## config.mk

```make
export PLATFORM = sky130hd
export DESIGN_NAME = ivt_pair
export DESIGN_NICKNAME = d
export VERILOG_FILES = /design/src/rtl/ivt_pkg.sv /design/src/rtl/ivt_fit.sv /design/src/rtl/ivt_pit.sv /design/src/rtl/ivt_regs.sv /design/src/rtl/ivt_pair.sv
export SDC_FILE = /design/constraint.sdc
export NUM_CORES = 1
export LEC_CHECK = 0
export CORE_ASPECT_RATIO = 1.4
export CORE_MARGIN = 1.5
export CORE_UTILIZATION = 40
export DETAILED_ROUTE_END_ITERATION = 6
export DONT_BUFFER_PORTS = 1
export PLACE_DENSITY = 0.57
export SYNTH_ARGS = -nofsm -noshare
export SYNTH_HDL_FRONTEND = slang
export SYNTH_SLANG_ARGS = --single-unit
```

## constraint.sdc

```tcl
create_clock -name clk -period 4.9 [get_ports clk]
set_input_delay 0.98 -clock clk [delete_from_list [all_inputs] [get_ports clk]]
set_output_delay 0.98 -clock clk [all_outputs]
set_load 0.02 [all_outputs]
```

## src/rtl/ivt_pkg.sv

```systemverilog
package ivt_pkg;
  localparam int REG_W        = 32;
  localparam int CTL_PIT_AUTO = 22;
  localparam int CTL_FIT_IE   = 23;
  localparam int CTL_FIT_SEL  = 24;  // two bits: 25:24
  localparam int CTL_PIT_IE   = 26;
  localparam int STS_FIT      = 26;
  localparam int STS_PIT      = 27;

  function automatic int ivt_max4(int a, int b, int c, int d);
    int m;
    m = a;
    if (b > m) m = b;
    if (c > m) m = c;
    if (d > m) m = d;
    return m;
  endfunction
endpackage

```

## src/rtl/ivt_fit.sv

```systemverilog
module ivt_fit #(
  parameter int E0 = 9,
  parameter int E1 = 13,
  parameter int E2 = 17,
  parameter int E3 = 21
) (
  input  logic       clk,
  input  logic       rst_n,
  input  logic       tick_i,
  input  logic [1:0] sel_i,
  output logic       expire_o
);
  import ivt_pkg::*;

  localparam int CW      = ivt_max4(E0, E1, E2, E3);
  localparam int EXPS[4] = '{E0, E1, E2, E3};

  logic [CW-1:0] cnt_q, cnt_d;
  logic [CW-1:0] mask_tab [4];
  logic [CW-1:0] sel_mask;

  // one low-bit mask per selectable period
  for (genvar g = 0; g < 4; g++) begin : g_mask
    assign mask_tab[g] = CW'((64'd1 << EXPS[g]) - 64'd1);
  end

  always_comb begin
    sel_mask = mask_tab[sel_i];
    expire_o = tick_i && ((cnt_q & sel_mask) == sel_mask);
    cnt_d    = cnt_q;
    if (tick_i) cnt_d = cnt_q + CW'(1);
  end

  always_ff @(posedge clk or negedge rst_n) begin
    if (!rst_n) cnt_q <= '0;
    else        cnt_q <= cnt_d;
  end

  AST_FIT_NO_BACK_TO_BACK: assert property (@(posedge clk) disable iff (!rst_n)
    expire_o |=> !expire_o);
endmodule

```

## src/rtl/ivt_pit.sv

```systemverilog
module ivt_pit #(
  parameter int CW = 32
) (
  input  logic          clk,
  input  logic          rst_n,
  input  logic          tick_i,
  input  logic          ie_i,
  input  logic          auto_i,
  input  logic          load_we_i,
  input  logic [CW-1:0] load_val_i,
  output logic [CW-1:0] count_o,
  output logic          expire_o
);
  logic [CW-1:0] reload_q, reload_d;
  logic [CW-1:0] count_q, count_d;
  logic          run_q, run_d;

  always_comb begin
    reload_d = reload_q;
    count_d  = count_q;
    run_d    = run_q;
    expire_o = 1'b0;
    if (load_we_i) begin
      reload_d = load_val_i;
      count_d  = load_val_i;
      run_d    = ie_i && (load_val_i > CW'(1));
    end else if (!ie_i) begin
      run_d = 1'b0;
    end else if (run_q && tick_i) begin
      if (count_q == CW'(1)) begin
        expire_o = 1'b1;
        if (auto_i) begin
          count_d = reload_q;
        end else begin
          count_d = '0;
          run_d   = 1'b0;
        end
      end else begin
        count_d = count_q - CW'(1);
      end
    end
  end

  always_ff @(posedge clk or negedge rst_n) begin
    if (!rst_n) begin
      reload_q <= '0;
      count_q  <= '0;
      run_q    <= 1'b0;
    end else begin
      reload_q <= reload_d;
      count_q  <= count_d;
      run_q    <= run_d;
    end
  end

  assign count_o = count_q;

  AST_PIT_RUN_NEEDS_RELOAD: assert property (@(posedge clk) disable iff (!rst_n)
    run_q |-> (reload_q > CW'(1)));
  AST_PIT_AUTO_RELOAD: assert property (@(posedge clk) disable iff (!rst_n)
    (expire_o && auto_i) |=> (count_q == $past(reload_q)));
  AST_PIT_ONESHOT_STOP: assert property (@(posedge clk) disable iff (!rst_n)
    (expire_o && !auto_i) |=> (!run_q && count_q == '0));
  AST_PIT_HOLD_NO_TICK: assert property (@(posedge clk) disable iff (!rst_n)
    (!tick_i && !load_we_i) |=> $stable(count_q));
endmodule

```

## src/rtl/ivt_regs.sv

```systemverilog
module ivt_regs
  import ivt_pkg::*;
(
  input  logic             clk,
  input  logic             rst_n,
  input  logic             ctl_we_i,
  input  logic [REG_W-1:0] ctl_wdata_i,
  input  logic             clr_we_i,
  input  logic [REG_W-1:0] clr_data_i,
  input  logic             fit_set_i,
  input  logic             pit_set_i,
  output logic [REG_W-1:0] ctl_o,
  output logic [REG_W-1:0] sts_o
);
  logic [REG_W-1:0] ctl_q, ctl_d;
  logic [REG_W-1:0] sts_q, sts_d;
  logic [REG_W-1:0] clr_mask, set_vec;

  always_comb begin
    ctl_d = ctl_q;
    if (ctl_we_i) ctl_d = ctl_wdata_i;
    clr_mask = clr_we_i ? clr_data_i : '0;
    set_vec  = '0;
    set_vec[STS_FIT] = fit_set_i;
    set_vec[STS_PIT] = pit_set_i;
    // a set in the same cycle outranks a clear
    sts_d = (sts_q & ~clr_mask) | set_vec;
  end

  always_ff @(posedge clk or negedge rst_n) begin
    if (!rst_n) begin
      ctl_q <= '0;
      sts_q <= '0;
    end else begin
      ctl_q <= ctl_d;
      sts_q <= sts_d;
    end
  end

  assign ctl_o = ctl_q;
  assign sts_o = sts_q;

  AST_STS_FIT_SET: assert property (@(posedge clk) disable iff (!rst_n)
    fit_set_i |=> sts_o[STS_FIT]);
  AST_STS_PIT_SET: assert property (@(posedge clk) disable iff (!rst_n)
    pit_set_i |=> sts_o[STS_PIT]);
  AST_STS_W1C: assert property (@(posedge clk) disable iff (!rst_n)
    (clr_we_i && clr_data_i[STS_FIT] && !fit_set_i) |=> !sts_o[STS_FIT]);
endmodule

```

## src/rtl/ivt_pair.sv

```systemverilog
module ivt_pair
  import ivt_pkg::*;
#(
  parameter int FIT_EXP0 = 9,
  parameter int FIT_EXP1 = 13,
  parameter int FIT_EXP2 = 17,
  parameter int FIT_EXP3 = 21,
  parameter int CNT_W    = 32
) (
  input  logic             clk,
  input  logic             rst_n,
  input  logic             tick_i,
  input  logic             ctl_we_i,
  input  logic [REG_W-1:0] ctl_wdata_i,
  input  logic             sts_clr_we_i,
  input  logic [REG_W-1:0] sts_clr_data_i,
  input  logic             pit_we_i,
  input  logic [CNT_W-1:0] pit_wdata_i,
  output logic [REG_W-1:0] ctl_o,
  output logic [REG_W-1:0] sts_o,
  output logic [CNT_W-1:0] pit_count_o,
  output logic             fit_irq_o,
  output logic             pit_irq_o
);
  logic [1:0] rst_pipe_q, rst_pipe_d;
  logic       rst_n_int;
  logic       fit_exp, pit_exp;

  // reset asserts at once, leaves after two clock edges
  assign rst_pipe_d = {rst_pipe_q[0], 1'b1};
  always_ff @(posedge clk or negedge rst_n) begin
    if (!rst_n) rst_pipe_q <= 2'b00;
    else        rst_pipe_q <= rst_pipe_d;
  end
  assign rst_n_int = rst_pipe_q[1];

  ivt_regs i_regs (
    .clk        (clk),
    .rst_n      (rst_n_int),
    .ctl_we_i   (ctl_we_i),
    .ctl_wdata_i(ctl_wdata_i),
    .clr_we_i   (sts_clr_we_i),
    .clr_data_i (sts_clr_data_i),
    .fit_set_i  (fit_exp),
    .pit_set_i  (pit_exp),
    .ctl_o      (ctl_o),
    .sts_o      (sts_o)
  );

  ivt_fit #(.E0(FIT_EXP0), .E1(FIT_EXP1), .E2(FIT_EXP2), .E3(FIT_EXP3)) i_fit (
    .clk     (clk),
    .rst_n   (rst_n_int),
    .tick_i  (tick_i),
    .sel_i   (ctl_o[CTL_FIT_SEL+1:CTL_FIT_SEL]),
    .expire_o(fit_exp)
  );

  ivt_pit #(.CW(CNT_W)) i_pit (
    .clk       (clk),
    .rst_n     (rst_n_int),
    .tick_i    (tick_i),
    .ie_i      (ctl_o[CTL_PIT_IE]),
    .auto_i    (ctl_o[CTL_PIT_AUTO]),
    .load_we_i (pit_we_i),
    .load_val_i(pit_wdata_i),
    .count_o   (pit_count_o),
    .expire_o  (pit_exp)
  );

  assign fit_irq_o = sts_o[STS_FIT] & ctl_o[CTL_FIT_IE];
  assign pit_irq_o = sts_o[STS_PIT] & ctl_o[CTL_PIT_IE];
endmodule

```

==> impl_metrics.csv <==
group,metric,value,unit
cts,path_clk_slew,70,ps
critical_path,arrival,3800,ps
sta,period_share,71.5,%
cts,numCtsBuffers,17,
yosys,ys_warn_count,0,
yosys,async_flop_share,100,%
yosys,synth_top_cell_by_area,"dfrtp_1",
routing,routed_via_density,5.87,
grt,grt_start_max_net_pins,74,
sta,fin_crit,3500,ps
placement,dp_hpwl,12.2,mm
critical_path,cpMostUsedCell,"or4_1",
floorplanning,num_io_pins,200,
cells_and_area,final_cell_area,7480,um^2
grt,antenna_found_initial,0,
sta,worst_pin_slew,969,ps
sta,setup_violations,0,
cts,post_cts_buffers,0,
critical_path,critical-path-top-delay-family,"simple AND/OR/NAND/NOR gates",
grt,grt_usage,20.0,%
floorplanning,dieArea,17700,um^2
placement,place_congestion,0.879,
sta,rsz0062_at_grt,"false",
yosys,synth_area,6770,um^2
pwr,ir_drop,0.254,mV
grt,grt_pass1_vias,5039,
placement,dp.cells,793,
sta,slew_headroom,34.9,%
floorplanning,rows,56,
sta,fmax,286,MHz
cells_and_area,diodes,0,
sta,finClkSkew,8.98,ps
cells_and_area,stdcell_count,825,
cts,clkLatencyLatePin,420,ps
sta,final_hold_viol_count,0,
critical_path,path_cells,"or4_1, or4_1, o31ai_4, buf_4, nor2_2, a32o_1, a221o_1",
yosys,synth_seq_cells,152,
cells_and_area,final_nets,714,
cells_and_area,drive_above_1_share,16.1,%
critical_path,cp-start-kind,"flop",
critical_path,crit_slowest_cell,"or4_1",
placement,portBuffers,0,
pwr,fin_total_pwr,3050,uW
floorplanning,core_area,16700,um^2
yosys,syn_inst,615,
routing,ant_nets,0,
routing,wl,17.2,mm
cts,cts_resized,0,
floorplanning,initial_core_util,40.6,%
routing,drt_first_pass_iters,5,
yosys,synth-main-ff-cell,"dfrtp_1",
status,status,"complete, no violations",
sta,final.setup.tns,0,ps
yosys,yosysSeqAreaShare,56.2,%
cts,htreeDepth,4,
yosys,synth-edff-count,0,
yosys,synth_area_leaders,"dfrtp_1 (56%), mux2_2 (8.8%), o21ai_0 (3.7%)",
critical_path,endpoint_kind,"flop",
critical_path,crit_type,"flop to flop",
yosys,syn_nets,720,
critical_path,cp_num_buf_inv,1,
job,max_cap_viol_count,0,
yosys,synthTopCellsByCount,"dfrtp_1 (152), mux2_2 (53), o21ai_0 (50), nand2_1 (45), a21boi_0 (30)",
critical_path,cp_slowest_stage_delay,740,ps
placement,dpl-instance-area,6930,um^2
sta,slew_violations,0,
grt,grt_first_pass_wirelength,27.2,mm
routing,wire_per_inst,20.8,um
cells_and_area,area_growth,10.6,%
critical_path,worst-path-max-fanout,21,
floorplanning,fp.dieW,113,um
cts,cts_sinks,152,
yosys,synth.most_common_cell,"dfrtp_1",
cts,cts-hold-fix-buffers,0,
hold_path,hp-class,"input pin to async pin",
cts,root_buffer,"clkbuf_16",
cts,clock_path_buffers,2,
cts,cts_tree,"yes",
routing,drc,0,
routing,via_count,4844,
yosys,synth_top_area_share,56.2,%
grt,grt_overflow,0,
pwr,cellPowerDensity,408,nW/um^2
routing,drtIter0Drc,359,
floorplanning,die_y,157,um
yosys,syn_area_per_cell,11.0,um^2
yosys,synth_cell_types,57,
pwr,p_leak,0.00315,uW
critical_path,required,5200,ps
cell type report:
class | count | area [um^2]
Clock buffer | 19 | 443
Clock inverter | 13 | 114
Fill cell | 1567 | 9190
Inverter | 26 | 97.6
Multi-Input combinational cell | 407 | 2730
Sequential cell | 152 | 3810
Tap cell | 203 | 254
Timing Repair Buffer | 5 | 37.5
stage by stage:
step / hold slack (ps) / setup slack (ps) / util (%)
floorplan: 331 / 351 / -
global placement: 336 / 1480 / 41.5
detailed placement: 339 / 1410 / 41.5
CTS: 223 / 1390 / 44.9
global route: 217 / 1210 / 44.9
finish: 241 / 1400 / 44.9
layer usage:
metal  vias to the layer above  global-route usage (%)  part of all wire (%)
li1                       2208                       -                     -
met1                      2414                    23.7                    40
met2                       197                    33.2                    50
met3                        25                    7.20                   7.5
met4                         0                    8.39                   2.6
met5                         -                       0                     0
placed cells by master, fill, tap and decap left out, drive strengths merged, types with 7 or more instances in the layout:
| cell | instances |
|---|---|
| inv | 32 |
| clkbuf | 19 |
| nor2 | 27 |
| nor3 | 19 |
| o21ai | 50 |
| nor4 | 12 |
| xor2 | 8 |
| dfrtp | 152 |
| a21oi | 25 |
| nand4 | 14 |
| xnor2 | 13 |
| a21boi | 30 |
| a32oi | 7 |
| mux2 | 53 |
| nand3 | 25 |
| nand2 | 45 |
path summary, 6_finish.rpt:
path	slack, ps	cells after the start	from	endpoint
worst max register to register	1400	7	i_pit.count_o[12]	i_pit.count_o[24]
worst min register to register	350	0	rst_pipe_q[0]	rst_pipe_q[1]
worst min-delay path	240	0	rst_n	rst_pipe_q[0]
min in group clk	350	0	rst_pipe_q[0]	rst_pipe_q[1]
worst max-delay path	1400	7	i_pit.count_o[12]	i_pit.count_o[24]
max in group asynchronous	3310	1	rst_pipe_q[1]	i_pit.count_o[3]
registers in the layout, indices dropped and copies added, names as in the netlist:
signal,flops
i_regs.ctl_o,32
i_pit.run_q,1
i_fit.cnt_q,21
i_regs.sts_o,32
i_pit.reload_q,32
rst_pipe_q,2
i_pit.count_o,32
kinds of logic after synthesis:
kind of cell | Yosys count | synth area share [%]
buffers and inverters | 56 | 3.53
adders and majority gates | 3 | 0.555
DFF | 152 | 56.2
and+or+nand+nor | 176 | 13.2
other | 1 | 0.0554
xor gates and xnor gates | 21 | 2.72
AOI/OAI and AO/OA | 151 | 14.6
muxes | 55 | 9.12
power breakdown:
group	leakage (uW)	switching, uW	internal (uW)
Combinational	0.00100	116	122
Clock	0.000267	559	678
Sequential	0.00188	209	1370
No activity file was read; power rests on OpenSTA's default activity.
